===== src/rtl/rxdma_pkg.sv =====
package rxdma_pkg;
  typedef enum logic [1:0] {
    ST_IDLE  = 2'd0,
    ST_WRITE = 2'd1,
    ST_INC   = 2'd2,
    ST_DEC   = 2'd3
  } seq_state_t;
endpackage


===== src/rtl/rxdma_rxbuf.sv =====
// Receive holding register: full flag, sticky overrun, release on consume.
module rxdma_rxbuf #(
  parameter int DATA_W = 8
) (
  input  logic              clk,
  input  logic              rst,
  input  logic [DATA_W-1:0] byte_i,
  input  logic              valid_i,
  input  logic              consume_i,
  output logic [DATA_W-1:0] byte_o,
  output logic              full_o,
  output logic              ovr_o
);
  logic [DATA_W-1:0] byte_q;
  logic              full_q;
  logic              ovr_q;
  logic              can_load;

  // A byte may land when empty, or in the cycle the old one is released.
  assign can_load = !full_q || consume_i;

  always_ff @(posedge clk) begin
    if (rst) begin
      byte_q <= '0;
      full_q <= 1'b0;
      ovr_q  <= 1'b0;
    end else begin
      if (valid_i && can_load) begin
        byte_q <= byte_i;
        full_q <= 1'b1;
      end else if (consume_i) begin
        full_q <= 1'b0;
      end
      if (valid_i && !can_load) begin
        ovr_q <= 1'b1;
      end
    end
  end

  assign byte_o = byte_q;
  assign full_o = full_q;
  assign ovr_o  = ovr_q;
endmodule


===== src/rtl/rxdma_regs.sv =====
// Channel registers: pointer, count, enable, pending flag, priority.
module rxdma_regs #(
  parameter int ADDR_W = 16,
  parameter int CNT_W  = 16,
  parameter int PRIO_W = 3
) (
  input  logic              clk,
  input  logic              rst,
  input  logic              sw_addr_wr_i,
  input  logic [ADDR_W-1:0] sw_addr_i,
  input  logic              sw_cnt_wr_i,
  input  logic [CNT_W-1:0]  sw_cnt_i,
  input  logic              sw_en_set_i,
  input  logic              sw_en_clr_i,
  input  logic              sw_pend_clr_i,
  input  logic              sw_prio_wr_i,
  input  logic [PRIO_W-1:0] sw_prio_i,
  input  logic              busy_i,
  input  logic              inc_i,
  input  logic              dec_i,
  output logic [ADDR_W-1:0] addr_o,
  output logic [CNT_W-1:0]  cnt_o,
  output logic              en_o,
  output logic              pend_o,
  output logic [PRIO_W-1:0] prio_o
);
  localparam logic [CNT_W-1:0]  CNT_ONE  = CNT_W'(1);
  localparam logic [CNT_W-1:0]  CNT_ZERO = '0;

  logic [ADDR_W-1:0] addr_q;
  logic [CNT_W-1:0]  cnt_q;
  logic              en_q;
  logic              pend_q;
  logic [PRIO_W-1:0] prio_q;
  logic              block_end;
  logic              empty_start;

  assign block_end   = dec_i && (cnt_q == CNT_ONE);
  assign empty_start = sw_en_set_i && (cnt_q == CNT_ZERO);

  always_ff @(posedge clk) begin
    if (rst) begin
      addr_q <= '0;
    end else if (inc_i) begin
      addr_q <= addr_q + 1'b1;
    end else if (sw_addr_wr_i && !busy_i) begin
      addr_q <= sw_addr_i;
    end
  end

  always_ff @(posedge clk) begin
    if (rst) begin
      cnt_q <= '0;
    end else if (dec_i) begin
      cnt_q <= cnt_q - 1'b1;
    end else if (sw_cnt_wr_i && !busy_i) begin
      cnt_q <= sw_cnt_i;
    end
  end

  always_ff @(posedge clk) begin
    if (rst) begin
      en_q   <= 1'b0;
      pend_q <= 1'b0;
      prio_q <= '0;
    end else begin
      if (block_end || sw_en_clr_i) begin
        en_q <= 1'b0;
      end else if (sw_en_set_i && !empty_start) begin
        en_q <= 1'b1;
      end
      if (block_end || empty_start) begin
        pend_q <= 1'b1;
      end else if (sw_pend_clr_i) begin
        pend_q <= 1'b0;
      end
      if (sw_prio_wr_i) begin
        prio_q <= sw_prio_i;
      end
    end
  end

  assign addr_o = addr_q;
  assign cnt_o  = cnt_q;
  assign en_o   = en_q;
  assign pend_o = pend_q;
  assign prio_o = prio_q;
endmodule


===== src/rtl/rxdma_seq.sv =====
// Transfer sequencer: grant -> write -> increment -> decrement.
module rxdma_seq
  import rxdma_pkg::*;
#(
  parameter int DATA_W = 8,
  parameter int ADDR_W = 16
) (
  input  logic              clk,
  input  logic              rst,
  input  logic              want_i,
  input  logic              gnt_i,
  input  logic [DATA_W-1:0] byte_i,
  input  logic [ADDR_W-1:0] addr_i,
  output logic              req_o,
  output logic              busy_o,
  output logic              inc_o,
  output logic              dec_o,
  output logic              mem_we_o,
  output logic [ADDR_W-1:0] mem_addr_o,
  output logic [DATA_W-1:0] mem_data_o
);
  seq_state_t        state_q;
  logic              take;
  logic              we_q;
  logic [ADDR_W-1:0] maddr_q;
  logic [DATA_W-1:0] mdata_q;

  assign req_o  = want_i && (state_q == ST_IDLE);
  assign take   = req_o && gnt_i;
  assign busy_o = (state_q != ST_IDLE);
  assign inc_o  = (state_q == ST_INC);
  assign dec_o  = (state_q == ST_DEC);

  always_ff @(posedge clk) begin
    if (rst) begin
      state_q <= ST_IDLE;
    end else begin
      unique case (state_q)
        ST_IDLE:  if (take) state_q <= ST_WRITE;
        ST_WRITE: state_q <= ST_INC;
        ST_INC:   state_q <= ST_DEC;
        ST_DEC:   state_q <= ST_IDLE;
        default:  state_q <= ST_IDLE;
      endcase
    end
  end

  always_ff @(posedge clk) begin
    if (rst) begin
      we_q    <= 1'b0;
      maddr_q <= '0;
      mdata_q <= '0;
    end else begin
      we_q <= take;
      if (take) begin
        maddr_q <= addr_i;
        mdata_q <= byte_i;
      end
    end
  end

  assign mem_we_o   = we_q;
  assign mem_addr_o = maddr_q;
  assign mem_data_o = mdata_q;
endmodule


===== src/rtl/rxdma_chan.sv =====
module rxdma_chan #(
  parameter int DATA_W = 8,
  parameter int ADDR_W = 16,
  parameter int CNT_W  = 16,
  parameter int PRIO_W = 3
) (
  input  logic              clk,
  input  logic              rst,
  input  logic [DATA_W-1:0] rx_byte_i,
  input  logic              rx_valid_i,
  input  logic              sw_addr_wr_i,
  input  logic [ADDR_W-1:0] sw_addr_i,
  input  logic              sw_cnt_wr_i,
  input  logic [CNT_W-1:0]  sw_cnt_i,
  input  logic              sw_en_set_i,
  input  logic              sw_en_clr_i,
  input  logic              sw_pend_clr_i,
  input  logic              sw_prio_wr_i,
  input  logic [PRIO_W-1:0] sw_prio_i,
  input  logic              dma_gnt_i,
  output logic              dma_req_o,
  output logic [PRIO_W-1:0] dma_prio_o,
  output logic              mem_we_o,
  output logic [ADDR_W-1:0] mem_addr_o,
  output logic [DATA_W-1:0] mem_data_o,
  output logic              rx_full_o,
  output logic              overrun_o,
  output logic              eob_pend_o,
  output logic              dma_en_o,
  output logic [ADDR_W-1:0] addr_o,
  output logic [CNT_W-1:0]  remain_o
);
  logic [DATA_W-1:0] held_byte;
  logic              full_w;
  logic              busy_w;
  logic              inc_w;
  logic              xfer_done;
  logic              want_w;
  logic [ADDR_W-1:0] addr_w;
  logic [CNT_W-1:0]  cnt_w;
  logic              en_w;

  rxdma_rxbuf #(.DATA_W(DATA_W)) u_rxbuf (
    .clk       (clk),
    .rst       (rst),
    .byte_i    (rx_byte_i),
    .valid_i   (rx_valid_i),
    .consume_i (xfer_done),
    .byte_o    (held_byte),
    .full_o    (full_w),
    .ovr_o     (overrun_o)
  );

  rxdma_regs #(.ADDR_W(ADDR_W), .CNT_W(CNT_W), .PRIO_W(PRIO_W)) u_regs (
    .clk           (clk),
    .rst           (rst),
    .sw_addr_wr_i  (sw_addr_wr_i),
    .sw_addr_i     (sw_addr_i),
    .sw_cnt_wr_i   (sw_cnt_wr_i),
    .sw_cnt_i      (sw_cnt_i),
    .sw_en_set_i   (sw_en_set_i),
    .sw_en_clr_i   (sw_en_clr_i),
    .sw_pend_clr_i (sw_pend_clr_i),
    .sw_prio_wr_i  (sw_prio_wr_i),
    .sw_prio_i     (sw_prio_i),
    .busy_i        (busy_w),
    .inc_i         (inc_w),
    .dec_i         (xfer_done),
    .addr_o        (addr_w),
    .cnt_o         (cnt_w),
    .en_o          (en_w),
    .pend_o        (eob_pend_o),
    .prio_o        (dma_prio_o)
  );

  assign want_w = full_w && en_w && (cnt_w != '0);

  rxdma_seq #(.DATA_W(DATA_W), .ADDR_W(ADDR_W)) u_seq (
    .clk        (clk),
    .rst        (rst),
    .want_i     (want_w),
    .gnt_i      (dma_gnt_i),
    .byte_i     (held_byte),
    .addr_i     (addr_w),
    .req_o      (dma_req_o),
    .busy_o     (busy_w),
    .inc_o      (inc_w),
    .dec_o      (xfer_done),
    .mem_we_o   (mem_we_o),
    .mem_addr_o (mem_addr_o),
    .mem_data_o (mem_data_o)
  );

  assign rx_full_o = full_w;
  assign dma_en_o  = en_w;
  assign addr_o    = addr_w;
  assign remain_o  = cnt_w;
endmodule


===== config.mk =====
export PLATFORM = sky130hd
export DESIGN_NAME = rxdma_chan
export DESIGN_NICKNAME = d
export VERILOG_FILES = /design/src/rtl/rxdma_pkg.sv /design/src/rtl/rxdma_rxbuf.sv /design/src/rtl/rxdma_regs.sv /design/src/rtl/rxdma_seq.sv /design/src/rtl/rxdma_chan.sv
export SDC_FILE = /design/constraint.sdc
export NUM_CORES = 1
export LEC_CHECK = 0
export BUFFER_PORTS_ARGS = -buffer_cell sky130_fd_sc_hd__buf_2
export CAP_MARGIN = 20
export CORE_MARGIN = 8
export CORE_UTILIZATION = 50
export CTS_CLUSTER_DIAMETER = 100
export DETAILED_ROUTE_END_ITERATION = 6
export GPL_TIMING_DRIVEN = 0
export PLACE_DENSITY_LB_ADDON = 0.3
export SETUP_SLACK_MARGIN = 0.5
export SLEW_MARGIN = 20
export SYNTH_ARGS = -nofsm -noshare
export SYNTH_HDL_FRONTEND = slang
export SYNTH_SLANG_ARGS = --single-unit

===== constraint.sdc =====
create_clock -name clk -period 3.1 [get_ports clk]
set_clock_uncertainty 0.2 [all_clocks]
set_input_delay 0.155 -clock clk [delete_from_list [all_inputs] [get_ports clk]]
set_output_delay 0.155 -clock clk [all_outputs]
set_load 0.02 [all_outputs]

==> Word level (Yosys, flattened, before mapping) <==
Cells that the tools add are included.
{ "totals": {"reg_bits": 74, "input_bits": 53, "out_inout_bits": 65, "word_cells": 56} }
{ "op_classes": {"add_sub_neg": 2, "n_eq_ne": 5, "n_mux": 10, "reduce_logical": 27} }
{ "op_table": {"columns": ["op", "n"], "rows": [
  ["$mux W16", 4],
  ["$add A16 B1 Y16 const B", 1],
  ["$eq A16 B1 Y1 const B", 1],
  ["$logic_not A16 Y1", 1],
  ["$reduce_bool A16 Y1", 1],
  ["$sub A16 B1 Y16 const B", 1],
  ["$logic_and A1 B1 Y1", 11],
  ["$reduce_bool A2 Y1", 5],
  ["$pmux W2 S4", 1],
  ["$eq A2 B2 Y1 const B", 2],
  ["$logic_not A1 Y1", 4],
  ["$mux W1", 4],
  ["$logic_or A1 B1 Y1", 3],
  ["$eq A2 B1 Y1 const B", 1],
  ["$logic_not A2 Y1", 1],
  ["$mux W2", 1],
  ["$ne A2 B1 Y1 const B", 1],
  ["$reduce_or A2 Y1", 1]
]} }

==> Longest topological paths before layout <==
Gate-level depths: netlist of the first run.
{ "depth": {"depth_word": 6, "depth_mapped": 8, "mapped_depth_nobuf": 7} }

==> Hierarchy <==
A second synthesis of the first run with hierarchy kept.
{ "unflattened": {"cells_unflattened": 431, "hier_area_um2": 3821.2} }
{ "by_module_without_submodules": {"columns": ["mod", "n_inst", "cells_per_inst", "area_per_inst_um2", "seq_area_each_um2"], "rows": [
  ["rxdma_regs", 1, 259, 2062.0, 740.7],
  ["rxdma_seq", 1, 124, 1286.2, 540.5],
  ["rxdma_rxbuf", 1, 42, 435.4, 200.2],
  ["rxdma_chan", 1, 6, 37.5, 0.0]
]} }

==> Worst setup path after synthesis of the first run <==
OpenSTA, ideal clock, no wires.
{ "synth_path": {"kind": "flip-flop to flip-flop", "from": "register u_regs.cnt_q[0], in the netlist u_regs.cnt_o[0]", "to": "register u_seq.maddr_q[0], in the netlist u_seq.mem_addr_o[0]", "setup_ps": 128, "arrival_ps": 2114, "required_ps": 2772, "setup_slack_ps": 658, "stages_incl_launch_ff": 9, "n_path_buf": 1, "synth_period_minus_slack_ps": 2442, "cell_sequence": "dfxtp_1 > inv_1 > ha_1 > or4b_4 > nor4_4 > nor2_4 > buf_12 > mux2i_1 > nor2_1"} }
{ "synth_via": {"elab_chain_len": 4} }
{ "synth_lines": {"columns": ["element", "line", "source"], "rows": [
  ["from (decl)", "rxdma_regs.sv:31", "logic [CNT_W-1:0] cnt_q;"],
  ["from (signal assigned)", "rxdma_regs.sv:55", "cnt_q <= cnt_q - 1'b1;"],
  ["from (signal assigned)", "rxdma_regs.sv:57", "cnt_q <= sw_cnt_i;"],
  ["$reduce_bool A16 Y1", "rxdma_chan.sv:76", "assign want_w = full_w && en_w && (cnt_w != '0);"],
  ["$logic_and A1 B1 Y1", "rxdma_chan.sv:76", null],
  ["$logic_and A1 B1 Y1", "rxdma_seq.sv:28", "assign req_o = want_i && (state_q == ST_IDLE);"],
  ["$logic_and A1 B1 Y1", "rxdma_seq.sv:29", "assign take = req_o && gnt_i;"],
  ["to (signal assigned)", "rxdma_seq.sv:56", "maddr_q <= addr_i;"],
  ["to (decl)", "rxdma_seq.sv:25", "logic [ADDR_W-1:0] maddr_q;"]
]} }
No other way between the ends.
A chain may end at the register's enable or synchronous reset.

==> Worst setup path after layout of the first run <==
{ "layout_path": {"from": "register u_seq.state_q[0]", "to": "register u_regs.addr_q[15], in the netlist u_regs.addr_o[15]"} }
{ "layout_via": {"elab_chain_len": 4, "elab_cells_between_ends": 6, "cone_classes": "1 x eq/ne; 1 x mux; 4 x reduce/logical"} }
{ "layout_lines": {"columns": ["element", "line", "source"], "rows": [
  ["from (decl)", "rxdma_seq.sv:22", "seq_state_t state_q;"],
  ["from (signal assigned)", "rxdma_seq.sv:36", "state_q <= ST_IDLE;"],
  ["from (signal assigned)", "rxdma_seq.sv:39", "ST_IDLE: if (take) state_q <= ST_WRITE;"],
  ["from (signal assigned)", "rxdma_seq.sv:40", "ST_WRITE: state_q <= ST_INC;"],
  ["$reduce_bool A2 Y1", "rxdma_seq.sv:30", "assign busy_o = (state_q != ST_IDLE);"],
  ["$logic_not A1 Y1", "rxdma_regs.sv:46", "end else if (sw_addr_wr_i && !busy_i) begin"],
  ["$logic_and A1 B1 Y1", "rxdma_regs.sv:46", null],
  ["$reduce_bool A2 Y1 (no source line)", null, null],
  ["to (signal assigned)", "rxdma_regs.sv:45", "addr_q <= addr_q + 1'b1;"],
  ["to (signal assigned)", "rxdma_regs.sv:47", "addr_q <= sw_addr_i;"],
  ["to (decl)", "rxdma_regs.sv:30", "logic [ADDR_W-1:0] addr_q;"]
]} }
Parallel ways exist; a longest one is shown, timed or not.

==> results of run 1 <==
==> cell usage after synthesis, types with 2 or more instances <==
cell / number
xor2_1: 2
clkbuf_1: 15
or4_1: 4
o22ai_1: 2
buf_1: 3
inv_1: 8
nand2_1: 18
a31oi_1: 3
o211ai_1: 3
o21ai_0: 6
a22oi_1: 2
or2_2: 2
o21a_1: 2
dfxtp_1: 74
nor3_1: 10
a2bb2oi_1: 4
nor2b_1: 2
mux2i_1: 38
o311ai_0: 3
nor2_1: 61
xnor2_1: 3
a211oi_1: 12
a221oi_1: 3
or3_1: 5
a21o_1: 3
nand3_1: 15
nor4_1: 7
nand2b_1: 3
a311oi_1: 2
buf_12: 2
nand4_1: 4
a21oi_1: 31
ha_1: 7
and3_1: 8
==> how the worst min path moves through the flow <==
stage | start | to | slack (ns)
after floorplan | sw_en_clr_i | u_regs.en_o | 0.03
after global placement | sw_en_clr_i | u_regs.en_o | 0.12
after detailed placement | sw_en_clr_i | u_regs.en_o | 0.13
after CTS | dma_gnt_i | u_seq.mem_we_o | 0.002
after global routing | dma_gnt_i | u_seq.mem_we_o | 0.009
final | dma_gnt_i | u_seq.mem_we_o | 0.02
==> state kept, by name (all words and copies together), names as in the netlist <==
register	flops
u_regs.en_o	1
u_seq.mem_we_o	1
u_seq.state_q	2
u_seq.mem_data_o	8
u_rxbuf.byte_o	8
u_regs.cnt_o	16
u_rxbuf.ovr_o	1
u_seq.mem_addr_o	16
u_regs.prio_o	3
u_rxbuf.full_o	1
u_regs.pend_o	1
u_regs.addr_o	16
==> routing by layer <==
metal / wire, um / vias up / track usage
met2: 5002 / 153 / 0.3611
met3: 944 / 22 / 0.08245
li1: - / 1741 / -
met1: 4360 / 1671 / 0.2482
met4: 252 / 0 / 0.08028
met5: 0 / - / 0
==> through the flow <==
| stage | util | instances |
|---|---|---|
| global route | 0.7180 | 644 |
| CTS | 0.7172 | 643 |
| floorplan | - | 381 |
| detailed placement | 0.6127 | 578 |
| finish | 0.7180 | 644 |
| global placement | 0.6127 | 578 |
==> tightest hold or removal path: cells and delay by family <==
| family | cells | cell delay, ns |
|---|---|---|
| buf+inv | 1 | 0.10 |
| simple gates | 2 | 0.26 |
==> timing repair <==
item,CTS,global route
setup endpoints to repair,21,2
pin swaps,1,0
hold endpoints to repair,42,0
resized for setup,0,3
hold buffers,47,0
buffers inserted,2,0
==> cell type report <==
type | instances | area share
Antenna cell | 1 | 0.0005216
Timing Repair Buffer | 166 | 0.2233
Buffer | 20 | 0.02295
Inverter | 8 | 0.006260
Multi-Input combinational cell | 279 | 0.3730
Sequential cell | 74 | 0.3088
Tap cell | 80 | 0.02087
Clock inverter | 5 | 0.01278
Clock buffer | 11 | 0.03156
==> power groups by stage <==
stage	Clock (mW)	Sequential [mW]	Combinational [mW]
floorplan	0	1.21	0.389
global placement	0	1.15	0.665
detailed placement	0	1.16	0.677
CTS	0.803	1.14	0.739
global route	0.847	1.15	0.807
finish	0.783	1.14	0.744
==> logic make-up (layout without fill, tap and decap cells) <==
kind of cell	after synthesis	in the layout
adders and majority gates	7	7
other	0	1
xor gates and xnor gates	5	5
AOI/OAI and AO/OA	81	81
DFF	74	74
and+or+nand+nor	146	146
buffers and inverters	28	210
muxes	40	40
==> impl_metrics.ini, run 1 <==
[timing]
hold_slack_ns = 0.01777
tightest_slew_ns = 0.6835
grt_setup_unrepaired = false
timing.final.ws_setup_ns = 0.6176
slew_headroom = 0.5427
setup_viol = 0
setup_tns_ns = 0
clock.fmax_mhz = 402.8
min_period_ns = 2.482
report.final.slew_viol_count = 0
hold_viol_final = 0
fin_crit_sh = 0.8008

[global_routing]
grt_pass1_wl_um = 17330
grt_overflow = 0
grt.total_usage = 0.2175
grt_pass1_vias = 3647
antenna_found_initial = 1
grt_max_degree = 14

[pwr]
netSwitchingFraction = 0.3379
p_int_mw = 1.766
p_switching_uw = 901.4
peakVddDrop_uv = 334.6
finalPower_mw = 2.668
combPwrFrac = 0.279
sequentialPowerShare = 0.427
power_density_nw_per_um2 = 556.1
pwr-share-clk = 0.294
leakagePower_nw = 2.108

[critical_path]
path_cells = inv_1 > ha_1 > clkbuf_1 > clkbuf_2 > or2_2 > o22ai_1 > dlygate4sd3_1
r2r-start = u_seq.state_q[0]
cp_slowest_cell = dlygate4sd3_1
cp.buffers_inverters = 4
worstPathRequired_ns = 3.18
crit_family = buffers and inverters
rr_endpoint = u_regs.addr_o[15]
critPathKind = reg2reg
worstRegToRegCells = 7
cp-start-kind = register
crit_end = u_regs.addr_o[15]
path_depth = 7
path_max_fanout = 10
rrSetupSlack_ns = 0.62
critPathArrivalTime_ns = 2.57
cpPeakStageDelay_ns = 0.58
crit_start = u_seq.state_q[0]
crit_path_end_kind = register

[finish]
layout-drive-gt1-share = 0.2664
area_growth_syn_to_layout_pct = 40.75
fillCellCount = 539
stdcell_area_um2 = 4797
final_cell_mix = buf_2 (117), dfxtp_1 (74), nor2_1 (61)
multi_input_area_um2 = 1789
mostFrequentLayoutCell = buf_2
area.sequential_um2 = 1481
final_nets = 618

[yosys]
syn_inst = 381
yosysUniqueCellTypes = 48
yosysWarnings = 0
synthAdderAreaFrac = 0.02570
synth_ff_type = dfxtp_1
synth_fp_nets = 441
yosysTopAreaCell = dfxtp_1
synth_compound_area_frac = 0.1557
syn-mean-instance-area_um2 = 8.946
synth_xor_area_frac = 0.01285
ys_seq_area_frac = 0.4347
synth_enable_flop_cells = 0
muxShareOfSynthArea = 0.1193
yosys.area_share.simple = 0.2115
ys_seq_elements = 74
async_flop_share = 0
synth_top_area_frac = 0.4347
synth_area_um2 = 3408
synth.area.top_cells = dfxtp_1 (43%), mux2i_1 (11%), nor2_1 (6.7%), a21oi_1 (4.6%), a211oi_1 (2.6%)
synth_top_family_by_area = simple AND/OR/NAND/NOR gates

[routing]
ant_nets = 0
route.detailed.drc = 0
wirelength_um = 10560
wire_per_inst_um = 16.40
drtIter0Drc = 234
firstDrtPassIters = 7
vias = 3587
viasPerCell = 5.570

[placement]
place.gp.congestion = 0.8861
port_buffers = 117
place_hpwl_um = 7409
dp_slack_ns = 0.4503
place_area_um2 = 4094

[floorplan]
die_w_um = 98.56
rows = 30
core_area_um2 = 6681
dieArea_um2 = 9714
die_h_um = 98.56
io_pins = 118
start_util = 0.5101

[cts]
path_clk_slew_ns = 0.08
numCtsBuffers = 9
cts-htree-levels = 3
clock_latency_ns = 0.34
root_buffer = clkbuf_8
cts_tree = built
clock_sinks = 74
cts_buffer_depth = 2

[status]
status = complete, no violations

[worst_hold_path]
hold_class = in2reg
hold_depth = 3

[job]
drv_cap = 0
(Power assumes the default switching activity.)
==> inputs of run 2 (changes only) <==
ABC_AREA = 1   (was not set)
CORE_UTILIZATION = 46   (was 50)
clock period = 2 ns   (was 3.1 ns; I/O delays follow)
==> impl_metrics.ini, run 2 <==
[floorplan]
die_h_um = 106.7
core_area_um2 = 8093
start_util = 0.4675
io_pins = 118
die_w_um = 106.7
dieArea_um2 = 11380
rows = 33

[timing]
fin_crit_sh = 0.9370
min_period_ns = 1.874
tightest_slew_ns = 0.8990
clock.fmax_mhz = 533.6
report.final.slew_viol_count = 0
grt_setup_unrepaired = true
slew_headroom = 0.4007
setup_viol = 0
hold_viol_final = 0
setup_tns_ns = 0

[global_routing]
grt_overflow = 0
grt_max_degree = 15
grt_pass1_wl_um = 23210
grt_pass1_vias = 4748
antenna_found_initial = 0
grt.total_usage = 0.2512

[yosys]
async_flop_share = 0
yosysUniqueCellTypes = 33
yosysWarnings = 0
ys_seq_area_frac = 0.3915
synth_enable_flop_cells = 0
synth.area.top_cells = dfxtp_1 (39%), nand2_1 (15%), nand3_1 (8.5%), nor2_1 (7.6%), a21oi_1 (5.6%)
syn-mean-instance-area_um2 = 6.697
yosysMostFrequentCell = nand2_1
synth_ff_type = dfxtp_1
synth_fp_nets = 625
synth_area_um2 = 3784
synth_top_area_frac = 0.3915
synth.top_cells.by_count = nand2_1 (150), nor2_1 (77), dfxtp_1 (74), nand3_1 (64), inv_1 (45)
yosysTopAreaCell = dfxtp_1
ys_seq_elements = 74
syn_inst = 565

[critical_path]
crit_start = u_seq.state_q[0]
worstPathRequired_ns = 2.07
cp-start-kind = register
r2r-start = u_seq.state_q[0]
critPathArrivalTime_ns = 1.95
path_cells = inv_4 > ha_4 > and3_4 > a21boi_4 > buf_4 > buf_8 > nand3_2 > a21oi_1
cpPeakStageDelay_ns = 0.37
path_max_fanout = 10
cp_slowest_cell = dfxtp_4
critPathKind = reg2reg
crit_path_end_kind = register

[routing]
firstDrtPassIters = 7
wire_per_inst_um = 19.35
wirelength_um = 17700
viasPerCell = 5.692
vias = 5208
route.detailed.drc = 0
ant_nets = 0
drtIter0Drc = 461

[finish]
fillCellCount = 460
layout-drive-gt1-share = 0.4432
final_cell_mix = nand2_1 (119), buf_2 (114), nor2_1 (60)
final_nets = 865
mostFrequentLayoutCell = nand2_1
antenna_cells = 0
stdcell_area_um2 = 6573
area_growth_syn_to_layout_pct = 73.71

[pwr]
peakVddDrop_uv = 648.2
finalPower_mw = 7.809
power_density_nw_per_um2 = 1188
leakagePower_nw = 2.924

[cts]
cts_buffer_depth = 2
cts-htree-levels = 3
numCtsBuffers = 9
clock_latency_ns = 0.36
cts_tree = built
path_clk_slew_ns = 0.09
root_buffer = clkbuf_8
clock_sinks = 74

[worst_hold_path]
hp-start = dma_gnt_i
hold_class = in2reg

[placement]
place.gp.congestion = 0.9097
place_area_um2 = 4712
port_buffers = 115
place_hpwl_um = 9191

[job]
drv_cap = 0

[status]
status = complete, no violations
[run 2: cell types whose count changed after synthesis, moves of 7 or more]
cell      before  now
nand3_1       15   64
nor2_1        61   77
nor3_1        10    2
a211oi_1      12    2
a31oi_1        3   10
inv_1          8   45
mux2i_1       38    0
a21oi_1       31   42
nor4_1         7    0
nand2_1       18  150
o21ai_0        6   28
[run 2: timing repair]
item	4_1_cts	5_1_grt
buffers inserted	22	31
hold endpoints to repair	51	0
pin swaps	35	38
cloned	3	3
resized for setup	69	107
setup endpoints to repair	70	73
hold buffers	56	0
[run 2: worst max-delay path, delay by kind of cell (launching register included)]
kind / cells / cell delay, ns
compound gates: 2 / 0.41
fa+ha+maj: 1 / 0.13
buf+inv: 3 / 0.42
flops: 1 / 0.37
simple gates: 2 / 0.25
[run 2: through the flow]
step | worst slack [ns] | instances | hold slack [ns] | util
global placement | 0.1937 | 785 | 0.1226 | 0.5823
CTS | 0.1946 | 882 | 0.05298 | 0.7302
floorplan | 0.3929 | 565 | 0.03490 | -
finish | 0.1259 | 915 | 0.03678 | 0.8122
global route | 0.09810 | 915 | 0.05811 | 0.8122
detailed placement | 0.1709 | 785 | 0.1353 | 0.5823
[run 2: path summary, 6_finish.rpt]
| kind | endpoint | slack [ns] | depth (start not counted) |
|---|---|---|---|
| setup / recovery | u_seq.mem_addr_o[0] | 0.13 | 8 |
| hold / removal | u_seq.mem_we_o | 0.04 | 4 |
| setup reg to reg | u_seq.mem_addr_o[0] | 0.13 | 8 |
| hold reg to reg | u_seq.mem_data_o[4] | 0.27 | 2 |
[run 2: power breakdown]
part / internal, mW / switching (mW)
Combinational: 1.86 / 2.42
Sequential: 1.75 / 0.406
Clock: 0.705 / 0.664
Total: 4.32 / 3.49
[run 2: kinds of logic (layout without fill, tap and decap cells)]
logic type,Yosys count,count (layout),share of synthesized area
compound gates,91,91,0.1352
xor+xnor,2,2,0.004630
fa+ha+maj,7,7,0.02315
buf+inv,70,315,0.07572
flops,74,74,0.3915
simple gates,321,321,0.3697
[run 2: area by class of cell]
type,instances,area [um^2],share of cell area
Multi-Input combinational cell,421,2539,0.3863
Clock inverter,5,67.56,0.01028
Inverter,45,203.9,0.03103
Buffer,25,250.2,0.03807
Sequential cell,74,1529,0.2326
Tap cell,105,131.4,0.01999
Timing Repair Buffer,229,1689,0.2570
Clock buffer,11,162.7,0.02475
[run 2: per-layer routing]
| metal | global-route usage | wire length [um] |
|---|---|---|
| met5 | 0 | 0 |
| met4 | 0.1075 | 961 |
| met3 | 0.05219 | 1756 |
| met2 | 0.4543 | 8817 |
| met1 | 0.2779 | 6167 |
==> inputs of run 3 (changes only) <==
HOLD_SLACK_MARGIN = 0.06   (was not set)
PLACE_DENSITY = 0.76   (was not set)
PLACE_DENSITY_LB_ADDON = not set   (was 0.3)
==> impl_metrics.ini, run 3 (synthesis results as in run 2) <==
[timing]
clock.fmax_mhz = 549.7
setup_viol = 0
slew_headroom = 0.5163
report.final.slew_viol_count = 0
hold_viol_final = 0
setup_tns_ns = 0
grt_setup_unrepaired = true
tightest_slew_ns = 0.7256
fin_crit_sh = 0.9096
min_period_ns = 1.819

[cts]
root_buffer = clkbuf_8
path_clk_slew_ns = 0.09
cts_buffer_depth = 2
numCtsBuffers = 9
clock_latency_ns = 0.36
clock_sinks = 74
cts-htree-levels = 3
cts_tree = built

[critical_path]
critPathMostFrequentCell = buf_6
crit_start = u_seq.state_q[1]
path_depth = 6
rrSetupSlack_ns = 0.20
crit_path_end_kind = output pin
critPathArrivalTime_ns = 1.52
path_cells = inv_2 > ha_4 > and3_4 > a21boi_4 > buf_6 > buf_6
cpPeakStageDelay_ns = 0.35
worstRegToRegCells = 9
cp_slowest_cell = dfxtp_2
path_max_fanout = 3
worstPathRequired_ns = 1.70
r2r-start = u_seq.state_q[1]
crit_family = flip-flops
cp.buffers_inverters = 3
critPathKind = reg2out
cp-start-kind = register

[finish]
multi_input_area_um2 = 2268
mostFrequentLayoutCell = nand2_1
layout-drive-gt1-share = 0.3478
fillCellCount = 591
antenna_cells = 0
area.sequential_um2 = 1523
area_growth_syn_to_layout_pct = 58.20
final_cell_mix = nand2_1 (141), buf_2 (114), nor2_1 (67)
final_core_util = 0.7396
final_nets = 840

[pwr]
p_switching_mw = 2.862
netSwitchingFraction = 0.4269
power_density_nw_per_um2 = 1120
leakagePower_nw = 2.716
peakVddDrop_uv = 641.4
p_int_mw = 3.842
combPwrFrac = 0.492
pwr-share-clk = 0.197
finalPower_mw = 6.704
sequentialPowerShare = 0.312

[global_routing]
grt_overflow = 0
grt_pass1_vias = 4780
grt_max_degree = 14
antenna_found_initial = 0
grt.total_usage = 0.2473
grt_pass1_wl_um = 23030

[floorplan]
dieArea_um2 = 11380
die_h_um = 106.7
io_pins = 118
core_area_um2 = 8093
start_util = 0.4675
rows = 33
die_w_um = 106.7

[status]
status = complete, no violations

[routing]
vias = 4772
firstDrtPassIters = 5
route.detailed.drc = 0
viasPerCell = 5.362
ant_nets = 0
drtIter0Drc = 240
wirelength_um = 14090
wire_per_inst_um = 15.83

[worst_hold_path]
hold_class = in2reg
hold_depth = 4
hp-start = dma_gnt_i

[placement]
place.gp.congestion = 0.8943
port_buffers = 115
place_hpwl_um = 9353

[job]
drv_cap = 0
-- run 3: cell types whose count changed in the layout (fill, tap and decap cells not counted), sizes merged --
cell and delta:
clkbuf -1, bufinv +1, buf -27, dlymetal6s4s +1, dlygate4sd3 +1, clkinv -1
clkinvlp +1
-- run 3: area by class of cell --
cell class                 instances  share of cell area
inverter                          45             0.03261
buffer                            25             0.03637
multi-input combinational        421              0.3790
timing repair buffer             204              0.2400
sequential                        74              0.2544
clock inverter                     6             0.01442
clock buffer                      10             0.02132
tap                              105             0.02195
-- run 3: per-stage QoR --
step / instances / setup WS, ns / hold slack (ns) / cell area, um^2
2_1_floorplan: 565 / 0.3929 / 0.03490 / 4005
3_3_place_gp: 785 / 0.2141 / 0.1263 / 4712
3_5_place_dp: 785 / 0.1890 / 0.1312 / 4712
4_1_cts: 882 / 0.1912 / 0.1116 / 5842
5_1_grt: 890 / 0.1290 / 0.2005 / 5986
6_report: 890 / 0.1809 / 0.1680 / 5986
-- run 3: final timing paths --
kind	to
setup / recovery	dma_req_o
hold / removal	u_seq.mem_addr_o[11]
setup reg to reg	u_regs.cnt_o[13]
hold reg to reg	u_seq.mem_addr_o[8]
-- run 3: tightest hold or removal path, cell delays in order --
cell      delay [ns]
clkbuf_1        0.11
clkbuf_1        0.28
nand3_2         0.15
a21oi_1         0.05
-- run 3: power groups by stage --
stage | clock network (mW) | registers [mW] | logic, mW
floorplan | 0 | 2.27 | 1.62
global placement | 0 | 2.10 | 2.45
detailed placement | 0 | 2.11 | 2.50
CTS | 1.33 | 2.08 | 3.09
global route | 1.40 | 2.12 | 3.58
finish | 1.32 | 2.09 | 3.29
-- run 3: timing repair --
action                                 in CTS  in global routing
setup endpoints to repair                  70                 74
hold buffers                               57                  0
gates cloned                                4                  1
pin swaps                                  17                  9
setup buffers                              20                  7
gates resized for setup                    45                 25
endpoints found under the hold margin      51                  0
-- run 3: layer usage --
metal	GRT usage	vias to the layer above	wire length, um
met5	0	-	0
met4	0.1307	0	347
met3	0.05879	37	1274
met2	0.4307	244	7205
met1	0.2734	2210	5262
li1	-	2281	-
